<file path="config.mk">
export PLATFORM = sky130hd
export DESIGN_NAME = pirq_top
export DESIGN_NICKNAME = d
export VERILOG_FILES = /design/src/rtl/pirq_pkg.sv /design/src/rtl/pirq_ctrl.sv /design/src/rtl/pirq_datapath.sv /design/src/rtl/pirq_top.sv
export SDC_FILE = /design/constraint.sdc
export NUM_CORES = 1
export LEC_CHECK = 0
export ABC_CLOCK_PERIOD_IN_PS = 3100
export BUFFER_PORTS_ARGS = -buffer_cell sky130_fd_sc_hd__buf_4
export CAP_MARGIN = 20
export CORE_ASPECT_RATIO = 1.2
export CORE_MARGIN = 2
export CORE_UTILIZATION = 55
export CTS_CLUSTER_SIZE = 25
export DETAILED_ROUTE_END_ITERATION = 10
export GPL_TIMING_DRIVEN = 0
export PLACE_DENSITY = 0.72
export SYNTH_ARGS = -nofsm -noshare
export SYNTH_HDL_FRONTEND = slang
export SYNTH_SLANG_ARGS = --single-unit
</file>
<file path="constraint.sdc">
create_clock -name clk -period 3.1 [get_ports clk]
set_input_delay 0.155 -clock clk [delete_from_list [all_inputs] [get_ports clk]]
set_output_delay 0.155 -clock clk [all_outputs]
set_load 0.02 [all_outputs]
</file>
<file path="src/rtl/pirq_pkg.sv">
package pirq_pkg;
  localparam int PIN_W  = 8;
  localparam int PORT_N = 3;
  localparam int ADDR_W = 5;

  localparam logic [2:0] REG_EDGE   = 3'd0;
  localparam logic [2:0] REG_POL    = 3'd1;
  localparam logic [2:0] REG_CLR    = 3'd2;
  localparam logic [2:0] REG_EN     = 3'd3;
  localparam logic [2:0] REG_STATUS = 3'd4;
  localparam logic [2:0] REG_FILT   = 3'd5;

  typedef struct packed {
    logic [PORT_N-1:0] edgeWr;
    logic [PORT_N-1:0] polWr;
    logic [PORT_N-1:0] clrWr;
    logic [PORT_N-1:0] enWr;
    logic [PORT_N-1:0] filtWr;
    logic [1:0]        rdPort;
    logic [2:0]        rdReg;
  } pirq_strobe_t;
endpackage

</file>
<file path="src/rtl/pirq_ctrl.sv">
module pirq_ctrl
  import pirq_pkg::*;
(
  input  logic [ADDR_W-1:0] busAddr,
  input  logic              busWr,
  output pirq_strobe_t      strobes
);
  logic [1:0] portSel;
  logic [2:0] regSel;

  assign portSel = busAddr[4:3];
  assign regSel  = busAddr[2:0];

  always_comb begin
    strobes = '0;
    strobes.rdPort = portSel;
    strobes.rdReg  = regSel;
    for (int p = 0; p < PORT_N; p++) begin
      if (busWr && portSel == 2'(p)) begin
        strobes.edgeWr[p] = (regSel == REG_EDGE);
        strobes.polWr[p]  = (regSel == REG_POL);
        strobes.clrWr[p]  = (regSel == REG_CLR);
        strobes.enWr[p]   = (regSel == REG_EN);
        strobes.filtWr[p] = (regSel == REG_FILT);
      end
    end
  end
endmodule

</file>
<file path="src/rtl/pirq_datapath.sv">
module pirq_datapath
  import pirq_pkg::*;
#(
  parameter int TICK_DIV = 4,
  parameter int DB_TICKS = 4
) (
  input  logic                          clk,
  input  logic                          rstN,
  input  pirq_strobe_t                  strobes,
  input  logic [PIN_W-1:0]              wdata,
  input  logic [PORT_N-1:0][PIN_W-1:0]  pinsRaw,
  output logic [PIN_W-1:0]              rdata,
  output logic [PORT_N-1:0][PIN_W-1:0]  statusVec
);
  localparam int TDIV_W = (TICK_DIV > 1) ? $clog2(TICK_DIV) : 1;
  localparam int CNT_W  = (DB_TICKS > 1) ? $clog2(DB_TICKS) : 1;

  logic [PORT_N-1:0][PIN_W-1:0] edgeVec, polVec, enVec, filtEnVec;
  logic [PORT_N-1:0][PIN_W-1:0] syncA, syncB, filtVec, effVec, prevVec, latchVec;
  logic [TDIV_W-1:0] divCnt;
  logic              tick;

  assign tick = (divCnt == TDIV_W'(TICK_DIV - 1));

  always_ff @(posedge clk or negedge rstN) begin
    if (!rstN) divCnt <= '0;
    else if (tick) divCnt <= '0;
    else divCnt <= divCnt + 1'b1;
  end

  for (genvar p = 0; p < PORT_N; p++) begin : g_port
    logic [PIN_W-1:0] hit;

    always_ff @(posedge clk or negedge rstN) begin
      if (!rstN) begin
        edgeVec[p]   <= '0;
        polVec[p]    <= '0;
        enVec[p]     <= '0;
        filtEnVec[p] <= '0;
        syncA[p]     <= '0;
        syncB[p]     <= '0;
        prevVec[p]   <= '0;
        latchVec[p]  <= '0;
      end else begin
        if (strobes.edgeWr[p]) edgeVec[p]   <= wdata;
        if (strobes.polWr[p])  polVec[p]    <= wdata;
        if (strobes.enWr[p])   enVec[p]     <= wdata;
        if (strobes.filtWr[p]) filtEnVec[p] <= wdata;
        syncA[p]   <= pinsRaw[p];
        syncB[p]   <= syncA[p];
        prevVec[p] <= effVec[p];
        if (strobes.edgeWr[p] || strobes.polWr[p]) latchVec[p] <= '0;
        else if (strobes.clrWr[p]) latchVec[p] <= (latchVec[p] | hit) & ~wdata;
        else latchVec[p] <= latchVec[p] | hit;
      end
    end

    for (genvar i = 0; i < PIN_W; i++) begin : g_pin
      logic [CNT_W-1:0] stableCnt;
      always_ff @(posedge clk or negedge rstN) begin
        if (!rstN) begin
          filtVec[p][i] <= 1'b0;
          stableCnt     <= '0;
        end else if (tick) begin
          if (syncB[p][i] == filtVec[p][i]) stableCnt <= '0;
          else if (stableCnt == CNT_W'(DB_TICKS - 1)) begin
            filtVec[p][i] <= syncB[p][i];
            stableCnt     <= '0;
          end else stableCnt <= stableCnt + 1'b1;
        end
      end
      assign effVec[p][i] = filtEnVec[p][i] ? filtVec[p][i] : syncB[p][i];
    end

    assign hit = edgeVec[p] & ((polVec[p] & effVec[p] & ~prevVec[p]) |
                               (~polVec[p] & ~effVec[p] & prevVec[p]));
    assign statusVec[p] = enVec[p] &
        ((edgeVec[p] & latchVec[p]) |
         (~edgeVec[p] & ~(polVec[p] ^ effVec[p])));
  end

  always_comb begin
    rdata = '0;
    if (strobes.rdPort < 2'(PORT_N)) begin
      case (strobes.rdReg)
        REG_EDGE:   rdata = edgeVec[strobes.rdPort];
        REG_POL:    rdata = polVec[strobes.rdPort];
        REG_EN:     rdata = enVec[strobes.rdPort];
        REG_STATUS: rdata = statusVec[strobes.rdPort];
        REG_FILT:   rdata = filtEnVec[strobes.rdPort];
        default:    rdata = '0;
      endcase
    end
  end
endmodule

</file>
<file path="src/rtl/pirq_top.sv">
module pirq_top
  import pirq_pkg::*;
#(
  parameter int TICK_DIV = 4,
  parameter int DB_TICKS = 4
) (
  input  logic        clk,
  input  logic        rstN,
  input  logic [4:0]  busAddr,
  input  logic        busWr,
  input  logic [7:0]  busWdata,
  output logic [7:0]  busRdata,
  input  logic [7:0]  pinsA,
  input  logic [7:0]  pinsB,
  input  logic [7:0]  pinsF,
  output logic        irqAB,
  output logic [7:0]  irqF
);
  pirq_strobe_t                 strobes;
  logic [PORT_N-1:0][PIN_W-1:0] statusVec;
  logic [PORT_N-1:0][PIN_W-1:0] pinsRaw;

  assign pinsRaw = {pinsF, pinsB, pinsA};

  pirq_ctrl u_ctrl (
    .busAddr (busAddr),
    .busWr   (busWr),
    .strobes (strobes)
  );

  pirq_datapath #(.TICK_DIV(TICK_DIV), .DB_TICKS(DB_TICKS)) u_dp (
    .clk       (clk),
    .rstN      (rstN),
    .strobes   (strobes),
    .wdata     (busWdata),
    .pinsRaw   (pinsRaw),
    .rdata     (busRdata),
    .statusVec (statusVec)
  );

  assign irqAB = |(statusVec[0] | statusVec[1]);
  assign irqF  = statusVec[2];
endmodule

</file>
After elaboration in Yosys (flattened, before gate mapping)

Cells that the tools add are included.

$add $sub $neg: 25
$lt $le $gt $ge: 2
Equality and inequality tests: 56
Mux-type cells: 106
Bitwise operators: 80
Reduce and logical (&&, ||, !) cells: 33

Operators with widths:

| operator            | number |
|---|---|
| $and 8x8->8         | 27 |
| $not 8->8           | 16 |
| $mux 2              | 49 |
| $mux 8              | 12 |
| $bmux 8 s2          | 5 |
| $or 8x8->8          | 10 |
| $reduce_and 3->1    | 24 |
| $eq 2x2->1 const B  | 26 |
| $add 2x1->2 const B | 25 |
| $pmux 8 s5          | 1 |
| $mux 1              | 39 |
| $eq 1x1->1          | 24 |
| $not 1->1           | 24 |
| $xor 8x8->8         | 3 |
| $reduce_or 8->1     | 1 |
| $eq 3x2->1 const B  | 2 |
| $eq 3x3->1 const B  | 2 |
| $eq 3x1->1 const B  | 1 |
| $logic_and 1x1->1   | 3 |
| $logic_not 3->1     | 1 |
| $logic_or 1x1->1    | 3 |
| $lt 2x3->1 const B  | 1 |
| $eq 2x1->1 const B  | 1 |
| $logic_not 2->1     | 1 |
| $lt 2x2->1 const B  | 1 |

Flip-flop bits (word level): 266
Bits of input ports: 40
Output and inout port bits: 17
Word-level logic and storage cells: 375

Logic depth before layout (Yosys ltp)

Depth after elaboration: 10
Mapped depth: 8
Gate-level depth less buffers: 7

Cells and area by module

Synthesis repeated with hierarchy kept, for this count alone.

Cell total of the unflattened synthesis: 1,157
Area total of the unflattened synthesis: 12,857.3 µm²

Modules (own cells, without submodules):

| module        | times used | cells an instance | area an instance (µm²) | sequential area each (µm²) |
|---|---|---|---|---|
| pirq_datapath | 1          | 1,125             | 12,654.6               | 6,656.4 |
| pirq_ctrl     | 1          | 27                | 171.4                  | 0.0 |
| pirq_top      | 1          | 5                 | 31.3                   | 0.0 |

Least setup slack after synthesis

No wires, ideal clock.

Path type: reg2out
Start: register u_dp.filtEnVec[14] in the netlist's numbering
End: output busRdata[6]
Arrival time: 2.213 ns
Required time: 2.945 ns
Slack: 0.732 ns
Cell stages (with the launch flop): 7
Buffers on the path: 0
Path through: dfrtp_1 mux2i_1 ha_1 or2_2 a21boi_0 a22oi_1 o311ai_0

Word-level cells in the longest chain between the ends: 10
Elaborated cells on any way between the ends: 12
Classes of those cells: mux: 7; bitwise: 5

Ends and longest elaborated chain:

| what                            | line                | text |
|---|---|---|
| start, declared                 | pirq_datapath.sv:18 | `logic [PORT_N-1:0][PIN_W-1:0] edgeVec, polVec, enVec, filtEnVec;` |
| start signal, assigned by index | pirq_datapath.sv:48 | `if (strobes.filtWr[p]) filtEnVec[p] <= wdata;` |
| $mux 1                          | pirq_datapath.sv:72 | `assign effVec[p][i] = filtEnVec[p][i] ? filtVec[p][i] : syncB[p][i];` |
| $xor 8x8->8                     | pirq_datapath.sv:79 | `(~edgeVec[p] & ~(polVec[p] ^ effVec[p])));` |
| $not 8->8                       | pirq_datapath.sv:79 |  |
| $and 8x8->8                     | pirq_datapath.sv:79 |  |
| $or 8x8->8                      | pirq_datapath.sv:78 | `((edgeVec[p] & latchVec[p]) \|` |
| $and 8x8->8                     | pirq_datapath.sv:77 | `assign statusVec[p] = enVec[p] &` |
| $bmux 8 s2                      | pirq_datapath.sv:89 | `REG_STATUS: rdata = statusVec[strobes.rdPort];` |
| $mux 8 (implied by the code)    | pirq_datapath.sv:89 |  |
| $pmux 8 s5 *                    | pirq_datapath.sv:85 | `case (strobes.rdReg)` |
| $mux 8 *                        | pirq_datapath.sv:84 | `if (strobes.rdPort < 2'(PORT_N)) begin` |
| end, declared                   | pirq_top.sv:12      | `output logic [7:0] busRdata,` |

Every way passes the cells marked *; elsewhere a longest branch is shown, timed or not. The select of a mux whose other input is x is not followed.

Final worst setup path

Start: register u_dp.filtEnVec[15] in the netlist's numbering
End: output irqAB

Word-level cells in the longest chain between the ends: 8

Ends and longest elaborated chain:

| what            | line                | text |
|---|---|---|
| $mux 1          | pirq_datapath.sv:72 |  |
| $xor 8x8->8     | pirq_datapath.sv:79 |  |
| $not 8->8       | pirq_datapath.sv:79 |  |
| $and 8x8->8     | pirq_datapath.sv:79 |  |
| $or 8x8->8      | pirq_datapath.sv:78 |  |
| $and 8x8->8     | pirq_datapath.sv:77 |  |
| $or 8x8->8      | pirq_top.sv:41      | `assign irqAB = \|(statusVec[0] \| statusVec[1]);` |
| $reduce_or 8->1 | pirq_top.sv:41      |  |
| end, declared   | pirq_top.sv:16      | `output logic irqAB,` |

Every way passes these cells.

==> results_dict.tcl <==
set metrics [dict create \
    final_core_util_pct 65.6 \
    grt_pass1_wl_um 51900 \
    synth_top_family_by_area "multiplexers" \
    numPortBuffers 53 \
    ctsHtreeMaxLevel 1 \
    cpMaxStageDelayCell "mux2i_1" \
    dp_hpwl_um 22800 \
    numCtsBuffers 28 \
    cts_sinks 266 \
    grt_overflow 0 \
    max-cap-violations 0 \
    worst_pin_slew_ns 0.992 \
    muxShareOfSynthArea_pct 17.3 \
    synth_adder_area_share_pct 7.02 \
    clock_path_buffers 3 \
    grt_max_degree 114 \
    gp_congestion 0.951 \
    cp_num_cells 7 \
    grtUsageMet2_pct 46.6 \
    arrival_ns 2.88 \
    n_antenna_cell 0 \
    core.rowCount 61 \
    cts_root_buf "clkbuf_16" \
    antenna_found_initial 1 \
    path_class "reg2out" \
    critical_path.max_fanout 3 \
    fin_cells 1576 \
    clk_latency_ns 0.55 \
    rsz0062_at_grt "false" \
    fmax_mhz 330 \
    synth_xor_area_share_pct 1.62 \
    vdd_drop_max_mv 0.492 \
    dp_cells 1492 \
    core-area_um2 23200 \
    syn_to_final_growth_pct 17.1 \
    synth_cell_types 62 \
    start_kind "flip-flop" \
    path_buf_inv 1 \
    grt_pass1_vias 9365 \
    dieArea_um2 24900 \
    final_common_cell "dfrtp_1" \
    mappedNetlistArea_um2 13000 \
    via_per_inst 5.76 \
    wl_per_cell_um 21.1 \
    seq_area_um2 6660 \
    drive_gt1_share_pct 22.7 \
    ant_nets 0 \
    p_leak_nw 7.09 \
    synth_seq_cells 266 \
    synth_compound_area_share_pct 8.63 \
    synth_top_cell_by_area "dfrtp_1" \
    ioPinCount 57 \
    post-place-ws_ns 0.603 \
    drt-total-wl_um 33300 \
    setup_slack_ns 0.0685 \
    die_w_um 144 \
    drt_iter0_markers 581 \
    syn_nets 1235 \
    use_met1_pct 36.7 \
    path_delay_family "simple AND/OR/NAND/NOR gates" \
    endpoint_kind "output pin" \
    yosysTopAreaCellShare_pct 51.2 \
    grt_busiest_layer "met2" \
    slew_headroom_pct 33.5 \
    grtUsageTotal_pct 27.7 \
    syn_inst 1122 \
    ys_seq_area_share_pct 51.2 \
    tritoncts "built" \
    synthSimpleGateAreaFrac_pct 9.89 \
    grtUsageMet3_pct 4.90 \
    cp.required_ns 2.94 \
    fin_crit_ns 3.03 \
    crit_chain "mux2i_1 -> ha_1 -> nor2_1 -> o21ai_0 -> nand4_1 -> or3_1 -> buf_4" \
    path_clk_slew_ns 0.06 \
    async_reset_ff_share_pct 100 \
    yosys-top-cells-area "dfrtp_1, mux2_2, ha_1, mux2i_1, inv_1" \
    syn_area_per_cell_um2 11.6 \
    vias 9070 \
    finalClockSkew_ns 0.0114 \
    hold_viol_final 0 \
    die_y_um 172 \
    multiInputGateArea_um2 5780 \
    nets 1354 \
    slew_violations 0 \
    drc_errors 0 \
    final_cell_mix "dfrtp_1, mux2_2, inv_1, nand2_1, ha_1" \
    synthFlopType "dfrtp_1" \
    status "finished clean" \
    drt-pass1-iter-count 6 \
    p_per_area_nw_per_um2 756 \
    period_share_pct 97.8 \
    setup_viol 0 \
    synth-edff-count 0 \
    yosys_warnings 0 \
    post_cts_buffers 0 \
    max_stage_delay_ns 0.53 \
    fillers 1822 \
    start_util_pct 56.0 \
    worstRegToRegCells 5 \
    min_path_type "in2async" \
]
-- where the power goes --
part           internal [mW]  switching (mW)  leakage [nW]
Sequential              4.38           0.725          3.30
Clock                   2.30            1.41         0.497
Combinational           1.37            1.32          3.29
-- sequential cells by signal (all words and copies together), names as in the netlist --
| signal | cells |
|---|---|
| u_dp.g_port.g_pin.stableCnt | 48 |
| u_dp.edgeVec | 24 |
| u_dp.enVec | 24 |
| u_dp.filtEnVec | 24 |
| u_dp.filtVec | 24 |
| u_dp.latchVec | 24 |
| u_dp.polVec | 24 |
| u_dp.prevVec | 24 |
| u_dp.syncA | 24 |
| u_dp.syncB | 24 |
| u_dp.divCnt | 2 |
-- repair_timing --
item / in CTS / in global routing
setup endpoints to repair: 0 / 2
hold buffers: 33 / 0
hold endpoints to repair: 227 / 0
gates resized for setup: 0 / 2
-- through the flow --
stage / cell area (um^2) / total power, mW / hold WS, ns / setup TNS (ns)
after floorplan: 13000 / 6.89 / -0.141 / 0
after global placement: 13800 / 7.61 / 0.264 / -94.06
after detailed placement: 13900 / 7.77 / 0.0718 / 0
after CTS: 15200 / 11.5 / 0.0937 / 0
after global routing: 15200 / 12.1 / 0.112 / 0
final: 15200 / 11.5 / 0.0872 / 0
-- kinds of logic (layout without fill, tap and decap cells) --
kind of cell / after synthesis / count (layout)
buffers and inverters: 138 / 277
multiplexers: 198 / 198
flip-flops: 266 / 266
adder cells (fa/ha/maj): 73 / 73
AO/OA/AOI/OAI: 183 / 183
XOR/XNOR: 24 / 24
AND/OR/NAND/NOR: 240 / 240
-- synthesized netlist by cell type, types with 7 or more instances --
library cell,instances
a211oi_1,29
a21oi_1,37
and2_1,20
buf_2,11
clkbuf_1,18
dfrtp_1,266
ha_1,73
inv_1,96
mux2_2,114
mux2_4,24
mux2i_1,54
nand2_1,95
nand4_1,7
nor2_1,58
o21ai_0,43
o22ai_1,53
xnor2_1,24
-- worst paths after layout --
check | startpoint | endpoint | slack [ns]
min in group clk | busWr | u_dp.filtEnVec[13] | 0.19
hold reg to reg | u_dp.syncA[6] | u_dp.syncB[6] | 0.35
setup / recovery | u_dp.filtEnVec[15] | irqAB | 0.07
setup reg to reg | u_dp.divCnt[0] | u_dp.g_port[1].g_pin[2].stableCnt[0] | 0.93
hold / removal | rstN | u_dp.syncA[14] | 0.09
max in group asynchronous | rstN | u_dp.g_port[2].g_pin[5].stableCnt[1] | 2.12
-- worst register-to-register path: cells and delay by family, from the launching register on --
family | cells | cell delay [ns]
adder cells (fa/ha/maj) | 1 | 0.21
buffers and inverters | 2 | 1.22
AO/OA/AOI/OAI | 1 | 0.18
flip-flops | 1 | 0.36
AND/OR/NAND/NOR | 1 | 0.13
-- routing by layer --
layer  vias to the layer above  part of all wire (%)
li1                       4141                     -
met1                      4610                    42
met2                       248                    49
met3                        71                   6.1
met4                         0                   2.9
met5                         -                     0
-- layout make-up --
| class | instances | area share (%) |
|---|---|---|
| Inverter | 96 | 2.37 |
| Tap cell | 315 | 2.59 |
| Timing Repair Buffer | 89 | 5.27 |
| Multi-Input combinational cell | 718 | 38.0 |
| Sequential cell | 266 | 43.7 |
| Clock buffer | 38 | 5.24 |
| Clock inverter | 12 | 1.49 |
| Buffer | 42 | 1.32 |
Power figures use the tool's default switching activity.
